--- config.mk ---
export PLATFORM = sky130hd
export DESIGN_NAME = gseq_group
export DESIGN_NICKNAME = d
export VERILOG_FILES = /design/src/rtl/gseq_pkg.sv /design/src/rtl/gseq_sync.sv /design/src/rtl/gseq_lane.sv /design/src/rtl/gseq_route.sv /design/src/rtl/gseq_group.sv
export SDC_FILE = /design/constraint.sdc
export NUM_CORES = 1
export LEC_CHECK = 0
export ABC_AREA = 1
export CORE_MARGIN = 5
export CORE_UTILIZATION = 40
export CTS_CLUSTER_DIAMETER = 120
export DETAILED_ROUTE_END_ITERATION = 10
export PLACE_DENSITY = 0.6
export SYNTH_ARGS = -nofsm -noshare
export SYNTH_HDL_FRONTEND = slang
export SYNTH_HIERARCHICAL = 1
export SYNTH_SLANG_ARGS = --single-unit
--- constraint.sdc ---
create_clock -name clk -period 3.1 [get_ports clk]
set_clock_uncertainty 0.05 [all_clocks]
set_input_delay 0.775 -clock clk [delete_from_list [all_inputs] [get_ports clk]]
set_output_delay 0.775 -clock clk [all_outputs]
set_load 0.01 [all_outputs]
--- src/rtl/gseq_pkg.sv ---
package gseq_pkg;
  localparam int GSEQ_LANES = 4;
  localparam int GSEQ_BITS  = 32;
  typedef enum logic {
    DIR_SAMPLE = 1'b0,
    DIR_DRIVE  = 1'b1
  } gseq_dir_e;
endpackage

--- src/rtl/gseq_sync.sv ---
module gseq_sync #(
  parameter int N = 4
) (
  input  logic         clk,
  input  logic         rst,
  input  logic [N-1:0] d,
  output logic [N-1:0] q
);
  logic [N-1:0] meta_q;

  always_ff @(posedge clk) begin
    if (rst) begin
      meta_q <= '0;
      q      <= '0;
    end else begin
      meta_q <= d;
      q      <= meta_q;
    end
  end
endmodule

--- src/rtl/gseq_lane.sv ---
module gseq_lane
  import gseq_pkg::*;
#(
  parameter int W  = GSEQ_BITS,
  parameter int LW = $clog2(W)
) (
  input  logic          clk,
  input  logic          rst,
  input  logic          tick,
  input  logic          wr_load,
  input  logic [W-1:0]  wr_pattern,
  input  logic [LW-1:0] wr_len,
  input  logic          wr_dir,
  input  logic          wr_arm,
  input  logic          wr_link,
  input  logic          launch,
  input  logic          handoff_in,
  input  logic          drive_mode,
  input  logic          is_last,
  input  logic          sample_bit,
  output logic          active,
  output logic [W-1:0]  pat,
  output logic          dir,
  output logic          arm,
  output logic          link,
  output logic          handoff_out,
  output logic          finish
);
  logic [LW-1:0] cnt_q;
  logic [LW-1:0] len_q;
  logic          end_here;
  logic          step;

  assign step        = tick & active;
  assign end_here    = is_last ? (cnt_q == len_q) : (cnt_q == LW'(W - 1));
  assign handoff_out = step & end_here & ~is_last;
  assign finish      = step & end_here & is_last;

  always_ff @(posedge clk) begin
    if (rst) begin
      active <= 1'b0;
      pat    <= '0;
      cnt_q  <= '0;
      len_q  <= '0;
      dir    <= 1'b0;
      arm    <= 1'b0;
      link   <= 1'b0;
    end else begin
      if (wr_load) begin
        pat   <= wr_pattern;
        len_q <= wr_len;
        dir   <= wr_dir;
        arm   <= wr_arm;
        link  <= wr_link;
      end
      if (launch || handoff_in) begin
        active <= 1'b1;
        cnt_q  <= '0;
      end else if (step) begin
        if (drive_mode == DIR_DRIVE) pat <= {pat[0], pat[W-1:1]};
        else                         pat[cnt_q] <= sample_bit;
        if (end_here) active <= 1'b0;
        else          cnt_q  <= cnt_q + 1'b1;
      end
    end
  end


  cfg_lock_chk: assert property (@(posedge clk) disable iff (rst)
    active |=> ($stable(len_q) && $stable(link) && $stable(dir)));


  cnt_bound_chk: assert property (@(posedge clk) disable iff (rst)
    (active && is_last) |-> (cnt_q <= len_q));
endmodule

--- src/rtl/gseq_route.sv ---
module gseq_route #(
  parameter int N  = 4,
  parameter int SW = $clog2(N)
) (
  input  logic         clk,
  input  logic         rst,
  input  logic [N-1:0] link,
  input  logic [N-1:0] active,
  input  logic [N-1:0] lsb,
  input  logic [N-1:0] dir,
  input  logic [N-1:0] sync_in,
  input  logic [N-1:0] finish,
  output logic [N-1:0] is_head,
  output logic [N-1:0] is_last,
  output logic [N-1:0] lane_drive,
  output logic [N-1:0] lane_sample,
  output logic [N-1:0] pin_bit,
  output logic [N-1:0] pin_busy,
  output logic [N-1:0] done_hit
);
  logic [SW-1:0] head_of [N];
  logic [N-1:0]  member  [N];

  always_comb begin
    head_of[0] = '0;
    for (int i = 1; i < N; i++)
      head_of[i] = link[i-1] ? head_of[i-1] : SW'(i);
  end

  always_comb begin
    for (int h = 0; h < N; h++)
      for (int j = 0; j < N; j++)
        member[h][j] = (head_of[j] == SW'(h));
  end

  genvar i;
  generate
    for (i = 0; i < N; i++) begin : g_lane
      if (i == 0) begin : g_bottom
        assign is_head[i] = 1'b1;
      end else begin : g_upper
        assign is_head[i] = ~link[i-1];
      end
      if (i == N - 1) begin : g_top
        assign is_last[i] = 1'b1;
      end else begin : g_mid
        assign is_last[i] = ~link[i];
      end
      assign lane_drive[i]  = dir[head_of[i]];
      assign lane_sample[i] = sync_in[head_of[i]];
      assign pin_bit[i]     = |(member[i] & active & lsb);
      assign pin_busy[i]    = |(member[i] & active);
      assign done_hit[i]    = |(member[i] & finish);


      one_token_chk: assert property (@(posedge clk) disable iff (rst)
        $onehot0(member[i] & active));
    end
  endgenerate
endmodule

--- src/rtl/gseq_group.sv ---
module gseq_group
  import gseq_pkg::*;
#(
  parameter int LANES = GSEQ_LANES,
  parameter int BITS  = GSEQ_BITS,
  localparam int SW   = $clog2(LANES),
  localparam int LW   = $clog2(BITS)
) (
  input  logic                  clk,
  input  logic                  rst,
  input  logic                  tick,
  input  logic                  start,
  input  logic                  wr_en,
  input  logic [SW-1:0]         wr_sel,
  input  logic [BITS-1:0]       wr_pattern,
  input  logic [LW-1:0]         wr_len,
  input  logic                  wr_dir,
  input  logic                  wr_arm,
  input  logic                  wr_link,
  input  logic [LANES-1:0]      pin_in,
  output logic [LANES-1:0]      pin_out,
  output logic [LANES-1:0]      pin_oe,
  output logic [LANES-1:0]      pin_own,
  output logic [LANES-1:0]      seq_done,
  output logic [LANES*BITS-1:0] pattern_rd
);
  logic [LANES-1:0] active, lsb, dir, arm, link;
  logic [LANES-1:0] handoff, finish, launch, wr_load;
  logic [LANES-1:0] is_head, is_last, lane_drive, lane_sample;
  logic [LANES-1:0] pin_bit, pin_busy, done_hit, sync_in;
  logic             busy;

  assign busy = |active;

  gseq_sync #(.N(LANES)) u_sync (
    .clk(clk), .rst(rst), .d(pin_in), .q(sync_in)
  );

  gseq_route #(.N(LANES), .SW(SW)) u_route (
    .clk(clk), .rst(rst), .link(link), .active(active), .lsb(lsb),
    .dir(dir), .sync_in(sync_in), .finish(finish), .is_head(is_head),
    .is_last(is_last), .lane_drive(lane_drive), .lane_sample(lane_sample),
    .pin_bit(pin_bit), .pin_busy(pin_busy), .done_hit(done_hit)
  );

  genvar i;
  generate
    for (i = 0; i < LANES; i++) begin : g_seq
      logic [BITS-1:0] pat;
      logic            hand_in;

      if (i == 0) begin : g_first
        assign hand_in = 1'b0;
      end else begin : g_next
        assign hand_in = handoff[i-1];
      end

      assign wr_load[i] = wr_en & ~busy & (wr_sel == SW'(i));
      assign launch[i]  = start & ~busy & is_head[i] & arm[i];
      assign lsb[i]     = pat[0];
      assign pattern_rd[i*BITS +: BITS] = pat;

      gseq_lane #(.W(BITS), .LW(LW)) u_lane (
        .clk(clk), .rst(rst), .tick(tick), .wr_load(wr_load[i]),
        .wr_pattern(wr_pattern), .wr_len(wr_len), .wr_dir(wr_dir),
        .wr_arm(wr_arm), .wr_link(wr_link), .launch(launch[i]),
        .handoff_in(hand_in), .drive_mode(lane_drive[i]),
        .is_last(is_last[i]), .sample_bit(lane_sample[i]),
        .active(active[i]), .pat(pat), .dir(dir[i]), .arm(arm[i]),
        .link(link[i]), .handoff_out(handoff[i]), .finish(finish[i])
      );

      always_ff @(posedge clk) begin
        if (rst) begin
          pin_out[i]  <= 1'b0;
          pin_oe[i]   <= 1'b0;
          pin_own[i]  <= 1'b0;
          seq_done[i] <= 1'b0;
        end else begin
          pin_out[i]  <= pin_busy[i] & dir[i] & pin_bit[i];
          pin_oe[i]   <= pin_busy[i] & dir[i];
          pin_own[i]  <= pin_busy[i];
          if (launch[i])        seq_done[i] <= 1'b0;
          else if (done_hit[i]) seq_done[i] <= 1'b1;
        end
      end


      oe_own_chk: assert property (@(posedge clk) disable iff (rst)
        pin_oe[i] |-> pin_own[i]);


      done_clear_chk: assert property (@(posedge clk) disable iff (rst)
        $fell(seq_done[i]) |-> $past(start));

      if (i > 0) begin : g_member_chk

        member_quiet_chk: assert property (@(posedge clk) disable iff (rst)
          link[i-1] |-> (!pin_own[i] && !pin_oe[i] && !pin_out[i]));
      end
    end
  endgenerate
endmodule

==> results of run 1 <==
-- where the power goes --
group          switching [W]  internal (W)
Combinational       0.000756      0.000450
Clock                0.00128       0.00187
Sequential         0.0000868       0.00276
Total                0.00212       0.00508
-- stage by stage --
stage | instance area (um^2) | total power [W] | hold WS, ns
floorplan | 13970 | 0.003596 | 0.3383
global placement | 16020 | 0.004087 | 0.3498
detailed placement | 16020 | 0.004098 | 0.3476
CTS | 16900 | 0.007261 | 0.3555
global route | 16900 | 0.007512 | 0.3798
finish | 16900 | 0.007204 | 0.3535
-- worst min-delay path by stage --
| stage | cells after the start | startpoint | slack [ns] | end |
|---|---|---|---|---|
| final | 2 | u_sync/meta_q[2] | 0.35 | u_sync/q[2] |
| after global routing | 2 | u_sync/meta_q[1] | 0.38 | u_sync/q[1] |
| after detailed placement | 2 | u_sync/meta_q[2] | 0.35 | u_sync/q[2] |
| after CTS | 2 | u_sync/meta_q[2] | 0.36 | u_sync/q[2] |
| after global placement | 2 | u_sync/meta_q[1] | 0.35 | u_sync/q[1] |
| after floorplan | 2 | u_sync/meta_q[0] | 0.34 | u_sync/q[0] |
-- layer usage --
layer  vias to the layer above  track usage (%)  share of wire [%]  wire (um)
met1                      7044            35.82                 43      23220
met4                         2            14.51                6.1       3303
met5                         -                0              0.013          7
li1                       7430                -                  -          -
met2                       605            42.41                 44      23990
met3                       143            3.966                7.4       4064
-- cells in the final DEF, fill, tap and decap left out, drive strengths merged, types with 3 or more instances in the layout --
cell	n
dfxtp	207
mux2i	29
nor3b	4
nand2	526
clkinv	16
xor2	8
buf	49
o21ai	250
inv	209
ha	24
nor2	100
o21bai	4
conb	3
clkinvlp	4
o211ai	28
clkdlybuf4s50	193
a21oi	295
nand3	288
nor3	14
or2	16
clkbuf	40
-- layout make-up --
| type | instances | area (um^2) | share of cell area, % |
|---|---|---|---|
| multi-input cells | 1591 | 8080 | 47.81 |
| flip-flops and latches | 207 | 4144 | 24.52 |
| repair buffers | 242 | 2375 | 14.05 |
| inverters | 221 | 847.1 | 5.012 |
| clock buffers | 40 | 804.5 | 4.760 |
| well taps | 455 | 569.3 | 3.369 |
| clock inverters | 9 | 80.08 | 0.4738 |
-- worst min-delay path: cells and delay by family (launching register included) --
family | cells | cell delay, ns
flops | 1 | 0.29
buf+inv | 1 | 0.04
simple gates | 1 | 0.03
==> summary.txt, run 1 <==
Global route
  – Via count of the first global-routing pass: around 14000
  – Number of antenna violations at the first check in global routing: 1
  – Grt ovf: 0
  – First-pass GRT wire length: 83030 um
  – Total Routing Usage GR: 26.98%
  – Largest net degree at the start of global routing: 58

Worst setup path
  – CP Max Fanout: 7
  – CP Buf/Inv Count: 1
  – Endpoint of the lowest-slack register-to-register path: g_seq[1].u_lane/pat[6]
  – Arrival time at the worst endpoint: 1.79 ns
  – Required time of the critical path: 2.27 ns
  – Launch point of the worst reg-to-reg path: g_seq[0].u_lane/cnt_q[3]
  – Critical path startpoint category: register
  – Type of the worst setup path: register to primary output
  – Cell family contributing the most delay on the critical path: buffers and inverters
  – Standard cell with the maximum stage delay on the critical path: sky130_fd_sc_hd__clkdlybuf4s50_1
  – End point of the critical path: pattern_rd[96]
  – Largest stage delay on the critical path: 0.64 ns
  – FF-to-FF setup slack: 0.52 ns
  – Number of cells on the worst reg-to-reg path: 15
  – WP depth: 1
  – CP Launch Point: g_seq[3].u_lane/pat[0]
  – Critical Path Sink Type: primary output
  – Cell-by-cell trace of the critical path: clkdlybuf4s50_1

Floorplanning
  – Top-Level Pins: roughly 200
  – Effective utilization at floorplan: 40.42%
  – Area of the core: ~0.035 mm^2
  – Vert. Die Dim: 196.8 um
  – Standard-cell row count: 68
  – DIE AREA: 0.03875 mm^2
  – Die extent in x: 196.8 um

Place
  – Number of placed instances with taps included: 2716
  – Count of port buffers added during placement: 194
  – Pre-CTS setup slack: about 0.10 ns
  – GPL Wtd Cong: 0.9492
  – Detailed placement HPWL: 38100 um

Finish
  – Most flops, register: g_seq.u_lane/pat
  – Growth of design area from synthesis to finish: 21.03%
  – Registers with the most flip-flops: g_seq.u_lane/pat (128), g_seq.u_lane/cnt_q (20), g_seq.u_lane/len_q (20)
  – Non-filler cells, final: 2765
  – Number of antenna cells inserted: 0
  – Final net count: around 2400
  – Max reg flops: 128
  – Count of fill cells added during filler insertion: 3653
  – Core occupancy in the finished layout: 48.92%
  – Layout cells sized above 1: 8.701%

Timing
  – Period minus WS final: 2.614 ns
  – Achievable Freq: 382.5 MHz
  – Portion of the clock cycle consumed by the worst path in the final layout: 84.33%
  – Final worst-path setup slack: 0.4856 ns
  – Number of max-slew violations in the final report: 0
  – Setup total negative slack: 0 ns
  – # setup viols final: 0
  – RSZ-0062 raised after global routing: no
  – Worst relative slew slack: 30.95%
  – Final Hold Vio Count: 0
  – Transition time of the tightest slew-check pin: 1.035 ns

Power
  – Pwr per Cell Area: 426.3 mW/mm^2
  – Max IR drop VDD: between 0.3 and 0.4 mV
  – Leakage power figure: ~6.8 nW

Synthesis
  – Syn Inst Count: 2159
  – Synth Warn #: 6
  – Mean post-synth cell area: around 6.5 um^2
  – Cell area after technology mapping: ~0.014 mm^2

Clock network
  – Number of hold-repair buffers added at the cts stage: 0
  – Number of buffers inserted during clock tree synthesis: 27
  – Total number of H-tree levels: 1
  – Buffers inserted during post-CTS setup optimization: 0
  – Buffer type at the clock tree root: sky130_fd_sc_hd__clkbuf_16
  – Clock latency at the later pin of the worst-skew pair: approximately 0.54 ns
  – Clock tree from TritonCTS: built
  – Clock transition at the registers of the reported paths: 0.06 ns
  – Total of cells resized after clock tree synthesis: 0
  – Maximum clock insertion buffer count: 3
  – Clock Sink Count: 207

Flow run
  – # Max-Cap Violations: 0

Run status
  – Run status: complete, no violations

Route
  – Detailed-route wire length: 54590 um
  – Router iterations before antenna repair: 6
  – Overall via count from detail_route: between 15000 and 20000
  – Routed length per instance: 19.74 um
  – Antenna Violating Nets Remaining: 0
  – 1st-iter DRT viols: 1486
  – Via density per instance: 5.506
  – DRC errors left: 0

Min path
  – Path type of the worst min-delay path: register to register
Note: power is estimated with default switching activity, not from simulation.
==> run 2, diff against run 1 <==
Clock period 3.1 ns to 2.62 ns, I/O delays scaled along.
==> summary.txt, run 2 (synthesis results as in run 1) <==
Run status
  – Run status: complete, no violations

Route
  – Antenna Violating Nets Remaining: 0 (unchanged)
  – Overall via count from detail_route: 15570 (+2.3%)
  – Sum of met3 wire segment lengths after detailed routing: 4872 um (+20%)
  – Via density per instance: 5.483 (-0.41%)
  – Router iterations before antenna repair: 6 (unchanged)
  – Total met2 wirelength after detailed routing: 24400 um (+1.7%)
  – 1st-iter DRT viols: 1499 (+0.87%)
  – DRC errors left: 0 (unchanged)
  – Routed length per instance: 19.44 um (-1.5%)
  – Detailed-route wire length: 55220 um (+1.1%)
  – DR top layer: met4
  – Routed length on met1: 23070 um (-0.65%)

Worst setup path
  – CP Max Fanout: 7 (unchanged)
  – Required time of the critical path: 1.91 ns (-0.36 ns)
  – Largest stage delay on the critical path: 0.64 ns (about the same)
  – Arrival time at the worst endpoint: 1.81 ns (+0.02 ns)
  – Cell family contributing the most delay on the critical path: buffers and inverters
  – Critical Path Sink Type: primary output
  – Cell-by-cell trace of the critical path: clkdlybuf4s50_1
  – Standard cell with the maximum stage delay on the critical path: sky130_fd_sc_hd__clkdlybuf4s50_1
  – Number of cells on the worst reg-to-reg path: 17 (+2)
  – Launch point of the worst reg-to-reg path: g_seq[2].u_lane/link
  – End point of the critical path: pattern_rd[96]
  – Endpoint of the lowest-slack register-to-register path: g_seq[3].u_lane/pat[20]
  – CP Buf/Inv Count: 1 (unchanged)
  – Type of the worst setup path: register to primary output
  – FF-to-FF setup slack: 0.24 ns (-0.28 ns)
  – CP Launch Point: g_seq[3].u_lane/pat[0]
  – Critical path startpoint category: register
  – WP depth: 1 (unchanged)

Clock network
  – Clock tree from TritonCTS: built
  – Clock latency at the later pin of the worst-skew pair: 0.55 ns (about the same)
  – Buffer type at the clock tree root: sky130_fd_sc_hd__clkbuf_16
  – Number of buffers inserted during clock tree synthesis: 26 (-3.7%)
  – Number of hold-repair buffers added at the cts stage: 0 (unchanged)
  – Clock transition at the registers of the reported paths: 0.06 ns (about the same)
  – Maximum clock insertion buffer count: 3 (unchanged)
  – Total number of H-tree levels: 1 (unchanged)
  – Clock Sink Count: 207 (unchanged)

Floorplanning
  – DIE AREA: 0.03875 mm^2 (unchanged)
  – Top-Level Pins: 195 (unchanged)
  – Vert. Die Dim: 196.8 um (unchanged)
  – Area of the core: 0.03454 mm^2 (unchanged)
  – Effective utilization at floorplan: 40.42% (unchanged)
  – Die extent in x: 196.8 um (unchanged)
  – Standard-cell row count: 68 (unchanged)

Finish
  – Registers with the most flip-flops: g_seq.u_lane/pat (128), g_seq.u_lane/cnt_q (20), g_seq.u_lane/len_q (20)
  – Growth of design area from synthesis to finish: 26.07%
  – Most flops, register: g_seq.u_lane/pat
  – Commonest cells after routing, fill and taps aside: sky130_fd_sc_hd__nand2_1, sky130_fd_sc_hd__a21oi_1, sky130_fd_sc_hd__nand3_1, sky130_fd_sc_hd__dfxtp_1, sky130_fd_sc_hd__clkdlybuf4s50_1
  – Number of antenna cells inserted: 0 (unchanged)
  – Core occupancy in the finished layout: 50.96% (+2.0 points)
  – Max reg flops: 128 (unchanged)
  – Layout cells sized above 1: 11.82% (+3.1 points)
  – Leading cell type in the layout, fill and taps excluded: sky130_fd_sc_hd__nand2_1
  – Storage cell area: 0.004144 mm^2 (unchanged)
  – Multi-input combinational cell area: 0.008083 mm^2 (about the same)
  – Final net count: 2441 (+3.2%)
  – Count of fill cells added during filler insertion: 3550 (-2.8%)

Timing
  – Setup total negative slack: 0 ns (unchanged)
  – Final worst-path setup slack: 0.1073 ns (-0.3784 ns)
  – Period minus WS final: 2.513 ns
  – Achievable Freq: 398.0 MHz
  – RSZ-0062 raised after global routing: no
  – Worst relative slew slack: 28.97% (-2.0 points)
  – Number of max-slew violations in the final report: 0 (unchanged)
  – Portion of the clock cycle consumed by the worst path in the final layout: 95.91%
  – Final Hold Vio Count: 0 (unchanged)
  – # setup viols final: 0 (unchanged)
  – Transition time of the tightest slew-check pin: 1.064 ns (+0.02964 ns)

Place
  – Count of port buffers added during placement: 194 (unchanged)
  – GPL Wtd Cong: 0.9498 (about the same)
  – Pre-CTS setup slack: -0.05946 ns (-0.1644 ns)
  – Detailed placement HPWL: 39210 um (+2.9%)

Power
  – Clk pwr share: 43.8% (about the same)
  – Net switching share of the total power: 28.71% (-0.74 points)
  – Internal Power: 0.006190 W (+22%)
  – Pwr per Cell Area: 493.3 mW/mm^2 (+16%)
  – Share of power burned in combinational logic: 17.4% (+0.7 points)
  – Switching Power: 0.002493 W (+17%)
  – Flop pwr share: 38.8% (-0.8 points)
  – Leakage power figure: 7.297 nW (+6.5%)
  – Max IR drop VDD: 0.5479 mV (+39%)

Global route
  – Total Routing Usage GR: 27.27% (+0.29 points)
  – Number of antenna violations at the first check in global routing: 0 (-1)
  – Largest net degree at the start of global routing: 51 (-12%)
  – Grt ovf: 0 (unchanged)
  – Via count of the first global-routing pass: 14400 (+0.50%)
  – First-pass GRT wire length: 84060 um (+1.2%)

Flow run
  – # Max-Cap Violations: 0 (unchanged)

Min path
  – Worst hold path depth: 2 (unchanged)
  – Path type of the worst min-delay path: register to register
run 2: area by class of cell:
| type | instances | share of cell area, % |
|---|---|---|
| repair buffers | 319 | 17.27 |
| inverters | 221 | 4.848 |
| multi-input cells | 1591 | 45.92 |
| clock inverters | 6 | 0.3127 |
| flip-flops and latches | 207 | 23.54 |
| clock buffers | 41 | 4.876 |
| well taps | 455 | 3.234 |
run 2: metrics by stage:
stage	hold slack (ns)	cells	cell area (um^2)	total power [W]
floorplan	0.3383	2160	13970	0.004254
global placement	0.3465	2791	16670	0.004908
detailed placement	0.3451	2791	16670	0.004919
CTS	0.3542	2838	17580	0.008732
global route	0.3747	2840	17600	0.009023
finish	0.3573	2840	17600	0.008683
run 2: how the worst min path moves through the flow:
stage | from | to | slack, ns
after global placement | u_sync/meta_q[2] | u_sync/q[2] | 0.35
final | u_sync/meta_q[0] | u_sync/q[0] | 0.36
after floorplan | u_sync/meta_q[0] | u_sync/q[0] | 0.34
after global routing | u_sync/meta_q[1] | u_sync/q[1] | 0.37
after CTS | u_sync/meta_q[2] | u_sync/q[2] | 0.35
after detailed placement | u_sync/meta_q[2] | u_sync/q[2] | 0.35
run 2: timing repair:
item	in CTS	in global routing
hold endpoints to repair	0	0
setup endpoints to repair	0	21
gates resized for setup	0	4
buffers inserted	0	2
run 2: power by group through the flow:
| stage | Sequential [W] | Clock [W] | Combinational, W |
|---|---|---|---|
| after floorplan | 0.00345 | 0 | 0.000809 |
| after global placement | 0.00344 | 0 | 0.00147 |
| after detailed placement | 0.00343 | 0 | 0.00148 |
| after CTS | 0.00337 | 0.00387 | 0.00149 |
| after global routing | 0.00338 | 0.00399 | 0.00165 |
| final | 0.00337 | 0.00380 | 0.00151 |
run 2: per-layer routing:
metal	vias up	GRT usage, %
met5	-	0
met4	0	12.56
met3	119	4.974
met2	706	43.37
met1	7187	36.06
li1	7561	-
==> run 3, diff against run 2 <==
Settings changed: CORE_ASPECT_RATIO set to 0.9.
==> summary.txt, run 3 (synthesis results as in run 1) <==
Timing
  – Number of max-slew violations in the final report: 0 (unchanged)
  – Final worst-path setup slack: 0.1569 ns (+0.04958 ns)
  – Portion of the clock cycle consumed by the worst path in the final layout: 94.01% (-1.9 points)
  – Period minus WS final: 2.463 ns (-0.04958 ns)
  – # setup viols final: 0 (unchanged)
  – Transition time of the tightest slew-check pin: 1.057 ns (-0.007195 ns)
  – Achievable Freq: 406.0 MHz (+2.0%)
  – Final Hold Vio Count: 0 (unchanged)
  – Setup total negative slack: 0 ns (unchanged)
  – Worst relative slew slack: 29.45% (+0.48 points)

Finish
  – Layout cells sized above 1: 11.54% (-0.28 points)
  – Max reg flops: 128 (unchanged)
  – Commonest cells after routing, fill and taps aside: sky130_fd_sc_hd__nand2_1, sky130_fd_sc_hd__a21oi_1, sky130_fd_sc_hd__nand3_1, sky130_fd_sc_hd__dfxtp_1, sky130_fd_sc_hd__clkdlybuf4s50_1
  – Core occupancy in the finished layout: 50.53% (-0.43 points)
  – Leading cell type in the layout, fill and taps excluded: sky130_fd_sc_hd__nand2_1
  – Registers with the most flip-flops: g_seq.u_lane/pat (128), g_seq.u_lane/cnt_q (20), g_seq.u_lane/len_q (20)
  – Count of fill cells added during filler insertion: 3579 (+0.82%)
  – Non-filler cells, final: 2853 (+0.46%)
  – Final net count: 2438 (-0.12%)
  – Growth of design area from synthesis to finish: 25.97% (about the same)
  – Most flops, register: g_seq.u_lane/pat

Clock network
  – Number of buffers inserted during clock tree synthesis: 26 (unchanged)
  – Clock tree from TritonCTS: built
  – Clock Sink Count: 207 (unchanged)
  – Buffers inserted during post-CTS setup optimization: 0 (unchanged)
  – Total number of H-tree levels: 1 (unchanged)
  – Maximum clock insertion buffer count: 3 (unchanged)
  – Number of hold-repair buffers added at the cts stage: 0 (unchanged)
  – Clock transition at the registers of the reported paths: 0.06 ns (about the same)
  – Clock latency at the later pin of the worst-skew pair: 0.54 ns (about the same)
  – Buffer type at the clock tree root: sky130_fd_sc_hd__clkbuf_16

Worst setup path
  – Type of the worst setup path: register to primary output
  – FF-to-FF setup slack: 0.24 ns (about the same)
  – Required time of the critical path: 1.91 ns (about the same)
  – Arrival time at the worst endpoint: 1.76 ns (-0.05 ns)
  – End point of the critical path: pattern_rd[96]
  – Launch point of the worst reg-to-reg path: g_seq[2].u_lane/link
  – Critical Path Sink Type: primary output
  – Critical path startpoint category: register
  – CP Max Fanout: 7 (unchanged)
  – Number of cells on the worst reg-to-reg path: 17 (unchanged)
  – WP depth: 1 (unchanged)
  – CP Buf/Inv Count: 1 (unchanged)
  – Largest stage delay on the critical path: 0.63 ns (about the same)
  – Cell-by-cell trace of the critical path: clkdlybuf4s50_1
  – Standard cell with the maximum stage delay on the critical path: sky130_fd_sc_hd__clkdlybuf4s50_1
  – Endpoint of the lowest-slack register-to-register path: g_seq[3].u_lane/pat[17]
  – CP Launch Point: g_seq[3].u_lane/pat[0]
  – Cell family contributing the most delay on the critical path: buffers and inverters

Min path
  – Path type of the worst min-delay path: register to register
  – Startpoint of the most critical hold path: u_sync/meta_q[3]
  – Worst hold path depth: 2 (unchanged)

Floorplanning
  – Top-Level Pins: 195 (unchanged)
  – Effective utilization at floorplan: 40.12% (-0.31 points)
  – Standard-cell row count: 65 (-4.4%)
  – DIE AREA: 0.03875 mm^2 (about the same)
  – Die extent in x: 206.9 um (+5.1%)
  – Area of the core: 0.03481 mm^2 (+0.77%)
  – Vert. Die Dim: 187.3 um (-4.9%)

Global route
  – Largest net degree at the start of global routing: 47 (-7.8%)
  – Grt ovf: 0 (unchanged)
  – Number of antenna violations at the first check in global routing: 1 (+1)
  – First-pass GRT wire length: 83670 um (-0.46%)
  – Via count of the first global-routing pass: 14300 (-0.63%)
  – Total Routing Usage GR: 27.26% (about the same)

Run status
  – Run status: complete, no violations

Place
  – Pre-CTS setup slack: -0.2007 ns (-0.1413 ns)
  – GPL Wtd Cong: 0.9656 (+1.7%)
  – Detailed placement HPWL: 39370 um (+0.40%)
  – Count of port buffers added during placement: 194 (unchanged)
  – Number of placed instances with taps included: 2804 (+0.47%)

Route
  – Sum of met3 wire segment lengths after detailed routing: 4645 um (-4.7%)
  – Routed length per instance: 19.31 um (-0.69%)
  – Overall via count from detail_route: 15640 (+0.44%)
  – Total met2 wirelength after detailed routing: 23550 um (-3.5%)
  – Via density per instance: 5.482 (about the same)
  – Antenna Violating Nets Remaining: 0 (unchanged)
  – 1st-iter DRT viols: 1403 (-6.4%)
  – Router iterations before antenna repair: 6 (unchanged)
  – DRC errors left: 0 (unchanged)
  – DR top layer: met5
  – Detailed-route wire length: 55090 um (-0.23%)
  – Routed length on met1: 23800 um (+3.2%)

Flow run
  – # Max-Cap Violations: 0 (unchanged)

Power
  – Leakage power figure: 7.277 nW (-0.27%)
  – Pwr per Cell Area: 485.6 mW/mm^2 (-1.6%)
  – Total power after layout: 0.008542 W (-1.6%)
  – Max IR drop VDD: 0.4448 mV (-19%)
-- run 3: how the worst min path moves through the flow --
stage	to	slack, ns
after global placement	u_sync/q[2]	0.35
after global routing	u_sync/q[1]	0.38
after CTS	u_sync/q[3]	0.36
final	u_sync/q[3]	0.35
after floorplan	u_sync/q[0]	0.34
after detailed placement	u_sync/q[3]	0.35
-- run 3: power breakdown --
part / switching [W] / internal (W)
clock: 0.00146 / 0.00220
combinational: 0.000917 / 0.000597
sequential: 0.0000994 / 0.00327
total: 0.00248 / 0.00606
-- run 3: per-stage QoR --
step / area (um^2) / hold WS [ns]
2_1_floorplan: 13970 / 0.3383
3_3_place_gp: 16710 / 0.3485
3_5_place_dp: 16710 / 0.3546
4_1_cts: 17580 / 0.3606
5_1_grt: 17590 / 0.3832
6_report: 17590 / 0.3511
-- run 3: per-layer routing --
metal	vias to the layer above	track usage, %
met2	713	41.12
met5	-	0
met3	140	3.918
li1	7577	-
met4	4	12.58
met1	7207	38.36
-- run 3: layout make-up --
type,instances,area (um^2),share of cell area (%)
clock buffer,40,804.5,4.574
sequential,207,4144,23.56
tap,469,586.8,3.336
inverter,221,850.8,4.837
multi-input combinational,1591,8080,45.94
antenna,1,2.502,0.01423
timing repair buffer,316,3055,17.37
clock inverter,8,65.06,0.3699
-- run 3: timing repair --
action / CTS / global route
hold endpoints to repair: 0 / 0
gates resized for setup: 0 / 1
setup endpoints to repair: 0 / 1
